**src/rtl/fmul_pkg.sv**
```systemverilog
package fmul_pkg;
  typedef enum logic [1:0] {
    ST_IDLE,
    ST_MUL,
    ST_NORM,
    ST_RND
  } fmul_state_e;
endpackage

```
**src/rtl/fmul_step.sv**
```systemverilog
// One shift-add iteration over the joined accumulator and extension register.
module fmul_step #(
  parameter int FRAC_W = 35
) (
  input  logic [FRAC_W-1:0] acc_i,
  input  logic [FRAC_W-1:0] ext_i,
  input  logic [FRAC_W-1:0] mcand_i,
  output logic [FRAC_W-1:0] acc_o,
  output logic [FRAC_W-1:0] ext_o
);
  logic [FRAC_W:0] sum;

  always_comb begin
    sum   = {1'b0, acc_i} + (ext_i[0] ? {1'b0, mcand_i} : '0);
    acc_o = sum[FRAC_W:1];
    ext_o = {sum[0], ext_i[FRAC_W-1:1]};
  end
endmodule

```
**src/rtl/fmul_round.sv**
```systemverilog
// Round from the extension MSB, then check the exponent range.
module fmul_round #(
  parameter int FRAC_W = 35,
  parameter int EXP_W  = 18,
  parameter int XW     = EXP_W + 2
) (
  input  logic [FRAC_W-1:0]    frac_i,
  input  logic                 ext_msb_i,
  input  logic signed [XW-1:0] exp_i,
  input  logic                 no_round_i,
  output logic [FRAC_W-1:0]    frac_o,
  output logic signed [XW-1:0] exp_o,
  output logic                 guard_o,
  output logic                 ovf_o,
  output logic                 unf_o
);
  localparam int EXP_MAX_I = 2 ** (EXP_W - 1) - 1;
  localparam int EXP_MIN_I = -(2 ** (EXP_W - 1));

  logic [FRAC_W:0]      inc;
  logic signed [XW-1:0] exp_max, exp_min;

  assign exp_max = XW'(EXP_MAX_I);
  assign exp_min = XW'(EXP_MIN_I);

  always_comb begin
    inc     = {1'b0, frac_i} + 1'b1;
    frac_o  = frac_i;
    exp_o   = exp_i;
    guard_o = ext_msb_i;
    if (ext_msb_i && !no_round_i) begin
      if (inc[FRAC_W]) begin
        frac_o = {1'b1, {(FRAC_W-1){1'b0}}};
        exp_o  = exp_i + XW'(1);
      end else begin
        frac_o = inc[FRAC_W-1:0];
      end
    end
    ovf_o = exp_o > exp_max;
    unf_o = exp_o < exp_min;
  end
endmodule

```
**src/rtl/fmul_seq.sv**
```systemverilog
module fmul_seq #(
  parameter int HI_W  = 17,
  parameter int LO_W  = 18,
  parameter int EXP_W = 18
) (
  input  logic             clk_i,
  input  logic             rst_ni,
  input  logic             start_i,
  input  logic             float_i,
  input  logic             no_norm_i,
  input  logic             no_round_i,
  input  logic             a_sign_i,
  input  logic [HI_W-1:0]  a_hi_i,
  input  logic [LO_W-1:0]  a_lo_i,
  input  logic [EXP_W-1:0] a_exp_i,
  input  logic             b_sign_i,
  input  logic [HI_W-1:0]  b_hi_i,
  input  logic [LO_W-1:0]  b_lo_i,
  input  logic [EXP_W-1:0] b_exp_i,
  output logic             busy_o,
  output logic             done_o,
  output logic             res_sign_o,
  output logic [HI_W-1:0]  res_hi_o,
  output logic [LO_W-1:0]  res_lo_o,
  output logic [EXP_W-1:0] res_exp_o,
  output logic [HI_W-1:0]  ext_hi_o,
  output logic [LO_W-1:0]  ext_lo_o,
  output logic             guard_o,
  output logic             ovf_o,
  output logic             unf_o
);
  import fmul_pkg::*;

  localparam int FRAC_W = HI_W + LO_W;
  localparam int XW     = EXP_W + 2;
  localparam int CNT_W  = $clog2(FRAC_W);

  fmul_state_e          state_q;
  logic [CNT_W-1:0]     cnt_q;
  logic [FRAC_W-1:0]    acc_q, ext_q, mcand_q;
  logic signed [XW-1:0] exp_q;
  logic                 sign_q, flt_q, nonorm_q, noround_q;
  logic                 done_q, res_sign_q, guard_q, ovf_q, unf_q;
  logic [FRAC_W-1:0]    res_frac_q, res_ext_q;
  logic [EXP_W-1:0]     res_exp_q;

  logic [FRAC_W-1:0]    a_frac, b_frac;
  logic signed [XW-1:0] exp_sum;
  logic [FRAC_W-1:0]    step_acc, step_ext;
  logic                 prod_zero, zero_force, need_shift;
  logic signed [XW-1:0] rnd_exp_in, rnd_exp;
  logic [FRAC_W-1:0]    rnd_frac;
  logic                 rnd_guard, rnd_ovf, rnd_unf;

  assign a_frac  = {a_hi_i, a_lo_i};
  assign b_frac  = {b_hi_i, b_lo_i};
  assign exp_sum = {{2{a_exp_i[EXP_W-1]}}, a_exp_i} + {{2{b_exp_i[EXP_W-1]}}, b_exp_i};

  assign prod_zero  = (acc_q == '0) && (ext_q == '0);
  assign zero_force = !nonorm_q && prod_zero;
  assign need_shift = !nonorm_q && !prod_zero && !acc_q[FRAC_W-1];
  assign rnd_exp_in = zero_force ? '0 : exp_q;

  fmul_step #(.FRAC_W(FRAC_W)) u_step (
    .acc_i   (acc_q),
    .ext_i   (ext_q),
    .mcand_i (mcand_q),
    .acc_o   (step_acc),
    .ext_o   (step_ext)
  );

  fmul_round #(.FRAC_W(FRAC_W), .EXP_W(EXP_W), .XW(XW)) u_round (
    .frac_i     (acc_q),
    .ext_msb_i  (ext_q[FRAC_W-1]),
    .exp_i      (rnd_exp_in),
    .no_round_i (noround_q),
    .frac_o     (rnd_frac),
    .exp_o      (rnd_exp),
    .guard_o    (rnd_guard),
    .ovf_o      (rnd_ovf),
    .unf_o      (rnd_unf)
  );

  always_ff @(posedge clk_i or negedge rst_ni) begin
    if (!rst_ni) begin
      state_q    <= ST_IDLE;
      cnt_q      <= '0;
      acc_q      <= '0;
      ext_q      <= '0;
      mcand_q    <= '0;
      exp_q      <= '0;
      sign_q     <= 1'b0;
      flt_q      <= 1'b0;
      nonorm_q   <= 1'b0;
      noround_q  <= 1'b0;
      done_q     <= 1'b0;
      res_sign_q <= 1'b0;
      res_frac_q <= '0;
      res_ext_q  <= '0;
      res_exp_q  <= '0;
      guard_q    <= 1'b0;
      ovf_q      <= 1'b0;
      unf_q      <= 1'b0;
    end else begin
      done_q <= 1'b0;
      unique case (state_q)
        ST_IDLE: begin
          if (start_i) begin
            sign_q    <= a_sign_i ^ b_sign_i;
            flt_q     <= float_i;
            nonorm_q  <= no_norm_i;
            noround_q <= no_round_i;
            exp_q     <= float_i ? exp_sum : '0;
            acc_q     <= '0;
            mcand_q   <= b_frac;
            cnt_q     <= '0;
            if (a_frac == '0 || b_frac == '0) begin
              ext_q   <= '0;  // zero operand: skip the iterations
              state_q <= float_i ? ST_NORM : ST_RND;
            end else begin
              ext_q   <= a_frac;
              state_q <= ST_MUL;
            end
          end
        end
        ST_MUL: begin
          acc_q <= step_acc;
          ext_q <= step_ext;
          cnt_q <= cnt_q + 1'b1;
          if (cnt_q == CNT_W'(FRAC_W - 1)) state_q <= flt_q ? ST_NORM : ST_RND;
        end
        ST_NORM: begin
          if (need_shift) begin
            {acc_q, ext_q} <= {acc_q[FRAC_W-2:0], ext_q, 1'b0};
            exp_q          <= exp_q - XW'(1);
          end else begin
            state_q <= ST_RND;
          end
        end
        ST_RND: begin
          done_q  <= 1'b1;
          state_q <= ST_IDLE;
          if (flt_q) begin
            res_sign_q <= zero_force ? 1'b0 : sign_q;
            res_frac_q <= rnd_frac;
            res_ext_q  <= ext_q;
            res_exp_q  <= rnd_exp[EXP_W-1:0];
            guard_q    <= rnd_guard;
            ovf_q      <= rnd_ovf;
            unf_q      <= rnd_unf;
          end else begin
            res_sign_q <= sign_q;
            res_frac_q <= ext_q;
            res_ext_q  <= acc_q;
            res_exp_q  <= '0;
            guard_q    <= 1'b0;
            ovf_q      <= acc_q != '0;
            unf_q      <= 1'b0;
          end
        end
        default: state_q <= ST_IDLE;
      endcase
    end
  end

  assign busy_o     = state_q != ST_IDLE;
  assign done_o     = done_q;
  assign res_sign_o = res_sign_q;
  assign res_hi_o   = res_frac_q[FRAC_W-1:LO_W];
  assign res_lo_o   = res_frac_q[LO_W-1:0];
  assign res_exp_o  = res_exp_q;
  assign ext_hi_o   = res_ext_q[FRAC_W-1:LO_W];
  assign ext_lo_o   = res_ext_q[LO_W-1:0];
  assign guard_o    = guard_q;
  assign ovf_o      = ovf_q;
  assign unf_o      = unf_q;
endmodule

```
**config.mk**
```make
export PLATFORM = sky130hd
export DESIGN_NAME = fmul_seq
export DESIGN_NICKNAME = d
export VERILOG_FILES = /design/src/rtl/fmul_pkg.sv /design/src/rtl/fmul_step.sv /design/src/rtl/fmul_round.sv /design/src/rtl/fmul_seq.sv
export SDC_FILE = /design/constraint.sdc
export NUM_CORES = 1
export LEC_CHECK = 0
export ABC_CLOCK_PERIOD_IN_PS = 3300
export BUFFER_PORTS_ARGS = -buffer_cell sky130_fd_sc_hd__buf_2
export CORE_ASPECT_RATIO = 0.8
export CORE_MARGIN = 5
export CORE_UTILIZATION = 23
export CTS_CLUSTER_SIZE = 10
export DETAILED_ROUTE_END_ITERATION = 16
export GPL_TIMING_DRIVEN = 0
export PLACE_DENSITY = 0.45
export SYNTH_ARGS = -nofsm -noshare
export SYNTH_HDL_FRONTEND = slang
export SYNTH_SLANG_ARGS = --single-unit
export TNS_END_PERCENT = 1
```
**constraint.sdc**
```tcl
create_clock -name clk_i -period 3.3 [get_ports clk_i]
set_clock_uncertainty 0.05 [all_clocks]
set_input_delay 0.165 -clock clk_i [delete_from_list [all_inputs] [get_ports clk_i]]
set_output_delay 0.165 -clock clk_i [all_outputs]
set_load 0.03 [all_outputs]
```
==> results of run 1 <==
[registers in the layout (all words and copies together), names as in the netlist]
| signal | flops |
|---|---|
| sign_q | 1 |
| flt_q | 1 |
| res_frac_q | 35 |
| done_o | 1 |
| noround_q | 1 |
| acc_q | 35 |
| mcand_q | 35 |
| unf_o | 1 |
| guard_o | 1 |
| cnt_q | 6 |
| state_q | 2 |
| nonorm_q | 1 |
| res_ext_q | 35 |
| ovf_o | 1 |
| ext_q | 35 |
| res_exp_o | 18 |
| res_sign_o | 1 |
| exp_q | 20 |
[kinds of logic (layout without fill, tap and decap cells)]
| family | count (synthesis) | after routing | synth area share |
|---|---|---|---|
| xor+xnor | 92 | 92 | 0.0540 |
| fa+ha+maj | 65 | 65 | 0.0550 |
| simple gates | 583 | 583 | 0.187 |
| compound gates | 501 | 501 | 0.208 |
| mux | 94 | 94 | 0.0670 |
| flops | 230 | 230 | 0.382 |
| buf+inv | 179 | 521 | 0.0468 |
[cells in the final DEF, fill, tap and decap left out, drive strengths merged, types with 18 or more instances in the layout]
cell / n
buf: 251
dfrtp: 230
nor2: 185
a21oi: 143
nand2: 141
clkbuf: 133
o21ai: 111
dlygate4sd3: 76
a22oi: 67
ha: 63
xnor2: 58
mux2: 55
inv: 50
nand3: 46
nor3: 42
mux2i: 39
a31oi: 39
and2: 37
nor4: 36
xor2: 34
nand4: 25
a21o: 18
[Yosys cell counts (4+ instances only)]
master and instances:
or4_1 7, a221oi_1 7, a21o_1 18, o21ai_0 110, a211oi_1 5, mux2i_1 39, xnor2_1 57, nor2_1 185
clkbuf_1 98, o221ai_1 4, a211o_1 5, a2bb2oi_1 4, buf_2 14, nand2_1 141, nor2b_1 6, nand3_1 45
nor3b_1 4, o31ai_1 15, ha_1 63, or2_2 9, a21oi_1 143, o21bai_1 10, mux2_2 55, o22ai_1 17
nor4_1 35, o21a_1 7, nor3_1 42, buf_1 11, and2_1 36, xor2_1 34, inv_1 50, a22oi_1 67
a31oi_1 39, dfrtp_1 230, o211ai_1 15, and3_1 6, a2111oi_0 4, or3_1 9, nand2b_1 10, and4_1 8
nand4_1 24
[critical path, cell delays in order (launching register included)]
cell and delay [ns]:
dfrtp_1 0.47, nor4_4 0.36, nand4_1 0.26, nor3_4 0.29
nand2_1 0.13, nor3_4 0.16, buf_12 0.14, buf_8 0.13
nor2_4 0.04, ha_2 0.19, inv_1 0.07, or4_4 0.16
nor3_4 0.05, xnor2_2 0.17, a2111oi_2 0.39, o21ai_1 0.11
o21ai_1 0.11
[repair_timing]
action,4_1_cts,5_1_grt
hold endpoints to repair,192,0
hold buffers,76,0
buffers inserted,7,7
pin swaps,12,22
endpoints found under the setup margin,109,90
resized for setup,83,57
[worst min path at each step]
stage	from	endpoint	slack, ns
floorplan	rst_ni	acc_q[0]$_DFFE_PN0P_	-0.18
global placement	no_norm_i	nonorm_q$_DFFE_PN0P_	0.35
detailed placement	rst_ni	res_ext_q[19]$_DFFE_PN0P_	-0.03
CTS	a_lo_i[0]	ext_q[0]$_DFFE_PN0P_	0.003
global route	a_lo_i[0]	ext_q[0]$_DFFE_PN0P_	0.03
finish	a_lo_i[0]	ext_q[0]$_DFFE_PN0P_	0.05
[area by class of cell]
type / instances / area, um2
flip-flops and latches: 230 / 5760
fillers: 6857 / 45000
clock buffers: 39 / 825
clock inverters: 9 / 83.8
inverters: 52 / 196
plain buffers: 123 / 552
repair buffers: 298 / 1970
well taps: 850 / 1060
multi-input cells: 1335 / 9000
[where the power goes]
group	internal (mW)	total [mW]	switching, mW
Combinational	3.50	10.7	7.23
Clock	1.81	3.11	1.30
Sequential	4.11	5.51	1.40
Total	9.42	19.4	9.94
[routing by layer]
metal | wire length (um) | share of wire
met1 | 30500 | 0.47
met2 | 26900 | 0.42
met3 | 5230 | 0.081
met4 | 1830 | 0.028
met5 | 13 | 0.00020
==> metrics.md, run 1 <==
| Metric | Value |
|---|---|
| Status | `finished with violations` |
| Failing checks | `setup timing` |
| Die area | `70700 um2` |
| RR Endpoint | `ovf_o$_DFFE_PN0P_` |
| Die X | `between 200 and 300 um` |
| FF-to-FF setup slack | `-0.07 ns` |
| Met2 Resource Use GR | `0.256` |
| Final WL | `64500 um` |
| DR vias | `15.2k` |
| Cells after Synth | `1744` |
| Core Util, Final | `0.302` |
| Setup crit end kind | `register` |
| H-tree levels | `1` |
| Core box area | `64500 um2` |
| PortBufs | `~210` |
| Worst Tran Pin Value | `1.04 ns` |
| Drt first pass iters | `6` |
| Post-detailed-route count of antenna-violating nets | `0` |
| Seq/Total Area, Yosys | `0.382` |
| Max FO, Critical Path | `10` |
| WP data required | `3.77 ns` |
| Maximum clock path buffer count | `3` |
| Synth Area per Inst | `8.64 um2` |
| Endpoints failing hold | `0` |
| WHS | `0.0467 ns` |
| Worst Setup EP | `ovf_o$_DFFE_PN0P_` |
| Initial antenna violation count | `2` |
| First-pass GRT wire length | `94700 um` |
| Synth cell types | `77` |
| Peak VDD IR | `around 0.00048 V` |
| Initial Utilization | `0.234` |
| CTS buffer count | `30` |
| Pre-CTS setup slack | `-1.01 ns` |
| Wire per inst | `22.0 um` |
| TritonCTS Sinks | `230` |
| CTS clk-pin slew, worst paths | `approximately 0.060 ns` |
| Number of flops mapped to enable cells by yosys | `0` |
| Unrepaired setup endpoints after global routing | `yes` |
| Clk_lat worst skew | `0.60 ns` |
| Area Growth Syn to Fin | `29.2%` |
| Final Critical Period | `~3.4 ns` |
| CTS tree | `built` |
| PnR Total Power | `19.4 mW` |
| Pwr dens | `994 nW/um2` |
| Area leader, netlist | `dfrtp_1` |
| Largest net degree at the start of global routing | `113` |
| Tcrit/Tclk final | `1.02` |
| Slew headroom | `0.302` |
| Top Ports | `208` |
| Non-Filler Instances | `2936` |
| Cells after DPL | `between 2k and 3k` |
| Total congestion overflow | `0` |
| M1 GR Usage | `0.261` |
| Share of cells above drive strength 1 | `0.216` |
| Setup slack after layout | `-0.0684 ns` |
| F_max | `297 MHz` |
| Grt peak-use layer | `met1` |
| # diodes | `0` |
| Asr flop ratio synth | `1.00` |
| DRC Markers | `0` |
| Hold Path Class | `in -> reg` |
| Critical Path Start Type | `register` |
| Syn. warnings | `0` |
| Vias/cell | `5.16` |
| Total Routing Usage GR | `0.174` |
| Top FF cell, synth | `dfrtp_1` |
| Initial DRC count | `1468` |
| Critical path class | `reg -> reg` |
| Register bit total from synthesis | `230` |
| Critical Path AT | `roughly 3.8 ns` |
| Placed cell area | `17200 um2` |
| Net count, final | `2249` |
| Global Route met3 Usage | `0.0347` |
| CTS root buf | `clkbuf_16` |
| Setup violators final | `2` |
| Synth Net Count | `around 1.9k` |
| WHS Path Cells | `3` |
| HPWL Detailed | `approximately 50000 um` |
| Routability Congestion | `0.915` |
| Vias in the first global route | `14.6k` |
| Die span in y | `239 um` |
| Core Rows | `83` |
| Post-Syn Area | `15100 um2` |
| Static Leakage | `8.20 nW` |
| Synth area leaders | `dfrtp_1 (38%), ha_1 (5.2%), a21oi_1 (4.8%), nor2_1 (4.6%), mux2_2 (4.1%)` |
| Final Max Slew Viols | `0` |
| Worst Reg-to-Reg Cells | `16` |
| # Max-Cap Violations | `0` |
| Finished Cell Area | `approximately 20000 um2` |
| CP startpoint | `ext_q[23]$_DFFE_PN0P_` |
| Setup TNS | `-0.0833 ns` |
| Reg-to-reg startpoint | `ext_q[23]$_DFFE_PN0P_` |
| Yosys top cell area share | `0.382` |
Power figures use the tool's default switching activity.
==> inputs of run 2 (changes only) <==
CORE_ASPECT_RATIO = not set   (was 0.8)
CTS_BUF_LIST = sky130_fd_sc_hd__clkbuf_8   (was not set)
==> run 2 against run 1 <==
  * Via count is 0.14% lower
  * Worst setup slack better by 0.012 ns
  * The run still ends with setup timing left
  * Critical endpoint unchanged
  * First-iteration DRC count is 8.5% lower
  * Core utilization is 0.16 points higher
  * Final area is 0.86% higher
==> metrics.md, run 2 (synthesized netlist as in run 1, its figures left out) <==
| Metric | Value |
|---|---|
| WHS | `0.0201 ns (-0.0266 ns)` |
| CTS tree | `built` |
| Min-delay src | `b_exp_i[0]` |
| Combinational power share | `0.561 (+0.007)` |
| WHS Path Cells | `4 (+1)` |
| Clock share of power | `0.159 (-0.002)` |
| Most frequent cells in the layout | `dfrtp_1 (224), buf_2 (219), nor2_1 (183), a21oi_1 (140), nand2_1 (139)` |
| Status | `finished with violations` |
| Switching Share | `0.508 (-0.00569)` |
| Routability Congestion | `0.935 (+2.2%)` |
| Static Leakage | `8.36 nW (+1.9%)` |
| Die area | `70700 um2 (about the same)` |
| Peak VDD IR | `0.000356 V (-26%)` |
| FF-to-FF setup slack | `-0.06 ns (about the same)` |
| Initial antenna violation count | `4 (+2)` |
| Vias in the first global route | `15.0k (+2.5%)` |
| Pwr dens | `990 nW/um2 (-0.41%)` |
| PnR Total Power | `19.4 mW (+0.45%)` |
| Initial DRC count | `1343 (-8.5%)` |
| Final Critical Period | `3.36 ns (-0.0123 ns)` |
| Initial Utilization | `0.233 (-0.000745)` |
| Total congestion overflow | `0 (unchanged)` |
| Vias/cell | `5.05 (-2.2%)` |
| Endpoints failing hold | `0 (unchanged)` |
| # Max-Cap Violations | `0 (unchanged)` |
| Clk_lat worst skew | `0.63 ns (+0.03 ns)` |
| Die X | `266 um (-10%)` |
| Post-detailed-route count of antenna-violating nets | `0 (unchanged)` |
| Setup violators final | `1 (-1)` |
| CTS clk-pin slew, worst paths | `0.06 ns (about the same)` |
| CTS root buf | `clkbuf_8` |
| HPWL Detailed | `48800 um (-1.4%)` |
| WP data required | `3.78 ns (about the same)` |
| F_max | `298 MHz (+0.37%)` |
| Sequential share of power | `0.280 (-0.005)` |
| Maximum clock path buffer count | `3 (unchanged)` |
| NetSw | `9.87 mW (-0.66%)` |
| Area Growth Syn to Fin | `30.3%` |
| Drt first pass iters | `6 (unchanged)` |
| Critical Path Start Type | `register` |
| Max FO, Critical Path | `10 (unchanged)` |
| Slew headroom | `0.310 (+0.00789)` |
| Final Max Slew Viols | `0 (unchanged)` |
| Failing checks | `setup timing` |
| Reg-to-reg startpoint | `ext_q[34]$_DFFE_PN0P_` |
| Hold Path Class | `in -> reg` |
| Critical Path AT | `3.83 ns (about the same)` |
| Setup slack after layout | `-0.0560 ns (+0.0123 ns)` |
| Core Rows | `93 (+12%)` |
| DR vias | `15.1k (-0.14%)` |
| Total Routing Usage GR | `0.173 (-0.00121)` |
| Top Ports | `208 (unchanged)` |
| Tcrit/Tclk final | `1.02 (-0.00373)` |
| Worst Tran Pin Value | `1.04 ns (-0.00839 ns)` |
| DRC Markers | `0 (unchanged)` |
| Buf+Inv Stages, Crit Path | `2 (-1)` |
| Wire per inst | `21.3 um (-3.2%)` |
| Slowest Stage Delay on Critical Path | `0.57 ns (+0.10 ns)` |
| Final WL | `63700 um (-1.2%)` |
| Family with the most delay on the worst path | `simple AND/OR/NAND/NOR gates` |
| Most common cell after layout, fill and taps aside | `dfrtp_1` |
| Worst path cell trace | `buf_2 -> nand2b_1 -> nor4_4 -> nand2b_4 -> or4_4 -> buf_6 -> or3_4 -> xnor2_2 -> a2111oi_2 -> o21ai_1 -> o21ai_0` |
| Critical path class | `reg -> reg` |
| H-tree levels | `2 (+1)` |
| Core box area | `64700 um2 (+0.32%)` |
| Crit path max-delay cell type | `or4_4` |
| CTS buffer count | `46 (+53%)` |
| Hold EP | `exp_q[0]$_DFFE_PN0P_` |
| First-pass GRT wire length | `95400 um (+0.67%)` |
| Share of cells above drive strength 1 | `0.225 (+0.00951)` |
| Net count, final | `2285 (+1.6%)` |
| Die span in y | `266 um (+11%)` |
| Int Power | `9.57 mW (+1.6%)` |
| PortBufs | `206 (unchanged)` |
| RR Endpoint | `ovf_o$_DFFE_PN0P_` |
| Unrepaired setup endpoints after global routing | `yes` |
| Setup crit end kind | `register` |
| TritonCTS Sinks | `230 (unchanged)` |
| Largest net degree at the start of global routing | `93 (-18%)` |
| Worst Reg-to-Reg Cells | `11 (-5)` |
==> run 2: metrics by stage <==
step	cell area (um2)	setup TNS, ns	cells	worst slack [ns]	utilization
final	19600	-0.0560	2997	-0.0560	0.303
after global routing	19600	-0.847	2997	-0.181	0.303
after CTS	19500	-0.214	2995	-0.0638	0.301
after detailed placement	17200	-79.91	2807	-1.17	0.266
after global placement	17200	-603.77	2805	-2.29	0.265
after floorplan	15100	0	1744	0.101	-
==> run 2: timing repair <==
| item | CTS | global route |
|---|---|---|
| hold buffers | 78 | 0 |
| buffers inserted | 29 | 0 |
| gates resized for setup | 89 | 41 |
| pin swaps | 21 | 13 |
| hold endpoints to repair | 179 | 0 |
| endpoints found under the setup margin | 112 | 60 |
==> run 2: final cells by class <==
| type | instances | area (um2) |
|---|---|---|
| Multi-Input combinational cell | 1335 | 8990 |
| Sequential cell | 230 | 5760 |
| Inverter | 52 | 196 |
| Tap cell | 855 | 1070 |
| Clock buffer | 57 | 785 |
| Buffer | 126 | 563 |
| Timing Repair Buffer | 315 | 2090 |
| Antenna cell | 2 | 5.00 |
| Fill cell | 6958 | 45100 |
| Clock inverter | 25 | 161 |
==> run 2: worst max-delay path by stage <==
stage	start	to	slack, ns	cells after the start
floorplan	ext_q[0]$_DFFE_PN0P_	acc_q[27]$_DFFE_PN0P_	0.10	13
CTS	ext_q[0]$_DFFE_PN0P_	acc_q[29]$_DFFE_PN0P_	-0.06	13
detailed placement	acc_q[19]$_DFFE_PN0P_	ovf_o$_DFFE_PN0P_	-1.17	16
global placement	rst_ni	exp_q[14]$_DFFE_PN0P_	-2.29	1
global route	ext_q[34]$_DFFE_PN0P_	ovf_o$_DFFE_PN0P_	-0.18	11
finish	ext_q[34]$_DFFE_PN0P_	ovf_o$_DFFE_PN0P_	-0.06	11
==> run 2: power by group through the flow <==
stage               logic, mW  clock network, mW  registers (mW)
CTS                      10.7               3.18            5.41
finish                   10.9               3.08            5.45
floorplan                5.72                  0            5.98
global placement         9.96                  0            5.41
detailed placement       10.1                  0            5.44
global route             11.8               3.28            5.59
==> run 2: routing by layer <==
layer,wire (um),global-route usage,up-vias
met3,3900,0.0287,100
met5,15,0,-
met4,1790,0.0483,2
met1,29100,0.241,7437
li1,-,-,7061
met2,29000,0.278,535
==> run 2: worst min-delay path: stages <==
cell and delay, ns:
buf_2 0.09, ha_1 0.17, a31oi_1 0.08, o21ai_0 0.13
==> inputs of run 3 (changes only) <==
ABC_CLOCK_PERIOD_IN_PS = 2850   (was 3300)
clock period = 2.85 ns   (was 3.3 ns; I/O delays follow)
==> run 3 against run 2 <==
  * Critical path depth rose by 2
  * Largest cell class unchanged
  * Flip-flop and latch count is the same
  * Final cell count up 0.77%
  * Largest power group unchanged
  * The flow still finishes with violations (setup timing)
  * Critical path type unchanged
==> metrics.md, run 3 (synthesized netlist as in run 1, its figures left out) <==
| Metric | Value |
|---|---|
| Total Routing Usage GR | `0.176 (+0.00341)` |
| Total congestion overflow | `0 (unchanged)` |
| Vias/cell | `5.03 (-0.49%)` |
| Largest net degree at the start of global routing | `94 (+1.1%)` |
| Core Util, Final | `0.316 (+0.0125)` |
| Clk_lat worst skew | `0.66 ns (+0.03 ns)` |
| Most frequent cells in the layout | `buf_2 (213), dfrtp_1 (211), nor2_1 (179), a21oi_1 (137), nand2_1 (136)` |
| Initial antenna violation count | `3 (-1)` |
| Pwr dens | `1130 nW/um2 (+14%)` |
| Critical Path AT | `3.77 ns (-0.06 ns)` |
| Routability Congestion | `0.932 (-0.34%)` |
| Vias in the first global route | `15.2k (+1.5%)` |
| Top Ports | `208 (unchanged)` |
| Slowest Stage Delay on Critical Path | `0.45 ns (-0.12 ns)` |
| Die span in y | `266 um (unchanged)` |
| Static Leakage | `8.59 nW (+2.8%)` |
| Status | `finished with violations` |
| WHS | `0.0330 ns (+0.0129 ns)` |
| # Max-Cap Violations | `0 (unchanged)` |
| Endpoints failing hold | `0 (unchanged)` |
| WP data required | `3.37 ns (-0.41 ns)` |
| TritonCTS Sinks | `230 (unchanged)` |
| CTS buffer count | `47 (+2.2%)` |
| Setup crit end kind | `register` |
| Most common cell after layout, fill and taps aside | `buf_2` |
| Setup slack after layout | `-0.408 ns (-0.352 ns)` |
| Die area | `70700 um2 (unchanged)` |
| Finished Cell Area | `20400 um2 (+4.1%)` |
| Max FO, Critical Path | `6 (-4)` |
| Peak VDD IR | `0.000398 V (+12%)` |
| Core box area | `64700 um2 (unchanged)` |
| Final Critical Period | `3.26 ns (-0.0984 ns)` |
| Wire per inst | `21.6 um (+1.4%)` |
| PnR Total Power | `23.1 mW (+19%)` |
| Unrepaired setup endpoints after global routing | `yes` |
| PortBufs | `206 (unchanged)` |
| Initial Utilization | `0.233 (unchanged)` |
| Critical path class | `reg -> reg` |
| HPWL Detailed | `49700 um (+1.8%)` |
| Net count, final | `2308 (+1.0%)` |
| CTS tree | `built` |
| Share of cells above drive strength 1 | `0.263 (+0.0374)` |
| DR vias | `15.2k (+0.28%)` |
| CTS root buf | `clkbuf_8` |
| Placed cell area | `17400 um2 (+0.73%)` |
| Area Growth Syn to Fin | `35.7%` |
| Setup violators final | `46 (+45)` |
| Hold Path Class | `in -> reg` |
| Fillers | `6875 (-1.2%)` |
| Post-detailed-route count of antenna-violating nets | `0 (unchanged)` |
| H-tree levels | `2 (unchanged)` |
| Failing checks | `setup timing` |
| Drt first pass iters | `5 (-1)` |
| Slew headroom | `0.311 (+0.000757)` |
| Core Rows | `93 (unchanged)` |
| Worst path cell trace | `clkbuf_16 -> and2_4 -> ha_2 -> fa_2 -> a211o_1 -> a21oi_4 -> a211oi_4 -> o21ai_4 -> a31oi_4 -> o2111ai_2 -> a31oi_2 -> or3_1 -> nand3_1` |
| F_max | `307 MHz (+3.0%)` |
| CTS clk-pin slew, worst paths | `0.06 ns (about the same)` |
| Pre-CTS setup slack | `-1.21 ns (-0.0338 ns)` |
| Crit path max-delay cell type | `dfrtp_2` |
| Worst Tran Pin Value | `1.03 ns (-0.00113 ns)` |
| Tcrit/Tclk final | `1.14 (+0.126)` |
| Die X | `266 um (unchanged)` |
| Maximum clock path buffer count | `3 (unchanged)` |
| Final Max Slew Viols | `0 (unchanged)` |
| DRC Markers | `0 (unchanged)` |
| First-pass GRT wire length | `96700 um (+1.4%)` |
| Final WL | `65100 um (+2.2%)` |
| Initial DRC count | `1092 (-19%)` |
| Critical Path Start Type | `register` |
==> run 3: final cells by class <==
cell class / instances / area, um2 / area share
Antenna cell: 2 / 5.00 / 0.000245
Buffer: 124 / 662 / 0.0324
Clock buffer: 61 / 840 / 0.0411
Clock inverter: 22 / 144 / 0.00704
Inverter: 52 / 198 / 0.00967
Multi-Input combinational cell: 1335 / 9390 / 0.459
Sequential cell: 230 / 5780 / 0.283
Tap cell: 855 / 1070 / 0.0523
Timing Repair Buffer: 339 / 2350 / 0.115
==> run 3: layer usage <==
layer	track usage	part of all wire	vias up
met1	0.238	0.44	7434
met2	0.292	0.47	506
met3	0.0310	0.066	115
met4	0.0465	0.027	0
li1	-	-	7122
met5	0	0	-
==> run 3: metrics by stage <==
step | setup TNS [ns] | instances
final | -8.02 | 3020
after CTS | -9.58 | 2999
after global routing | -14.84 | 3019
after detailed placement | -104.21 | 2807
after global placement | -776.88 | 2805
after floorplan | -0.300 | 1744
==> run 3: path summary, 6_finish.rpt <==
| kind | start | endpoint | slack [ns] | cells past startpoint |
|---|---|---|---|---|
| max in group asynchronous | rst_ni | ext_q[10]$_DFFE_PN0P_ | 1.78 | 3 |
| hold reg to reg | res_frac_q[21]$_DFFE_PN0P_ | res_frac_q[21]$_DFFE_PN0P_ | 0.45 | 1 |
| min in group asynchronous | rst_ni | sign_q$_DFFE_PN0P_ | 0.09 | 2 |
| setup reg to reg | ext_q[0]$_DFFE_PN0P_ | acc_q[33]$_DFFE_PN0P_ | -0.41 | 13 |
| hold / removal | a_exp_i[15] | exp_q[16]$_DFFE_PN0P_ | 0.03 | 4 |
| setup / recovery | ext_q[0]$_DFFE_PN0P_ | acc_q[33]$_DFFE_PN0P_ | -0.41 | 13 |
==> run 3: what timing repair did <==
item	4_1_cts	5_1_grt
buffers inserted	11	20
hold endpoints to repair	182	0
cloned	0	2
hold buffers	98	0
endpoints found under the setup margin	133	133
gates resized for setup	116	137
pin swaps	30	39
==> run 3: report_power, final <==
part | switching (mW) | internal (mW) | leakage (nW)
Sequential | 1.51 | 4.77 | 2.86
Clock | 1.67 | 2.02 | 0.560
Combinational | 8.59 | 4.59 | 5.16
Total | 11.8 | 11.4 | 8.59
==> run 3: worst max-delay path, delay by kind of cell, from the launching register on <==
family	cells	cell delay (ns)
AO/OA/AOI/OAI	7	1.34
AND/OR/NAND/NOR	3	0.60
adder cells (fa/ha/maj)	2	0.57
flip-flops	1	0.45
buffers and inverters	1	0.18
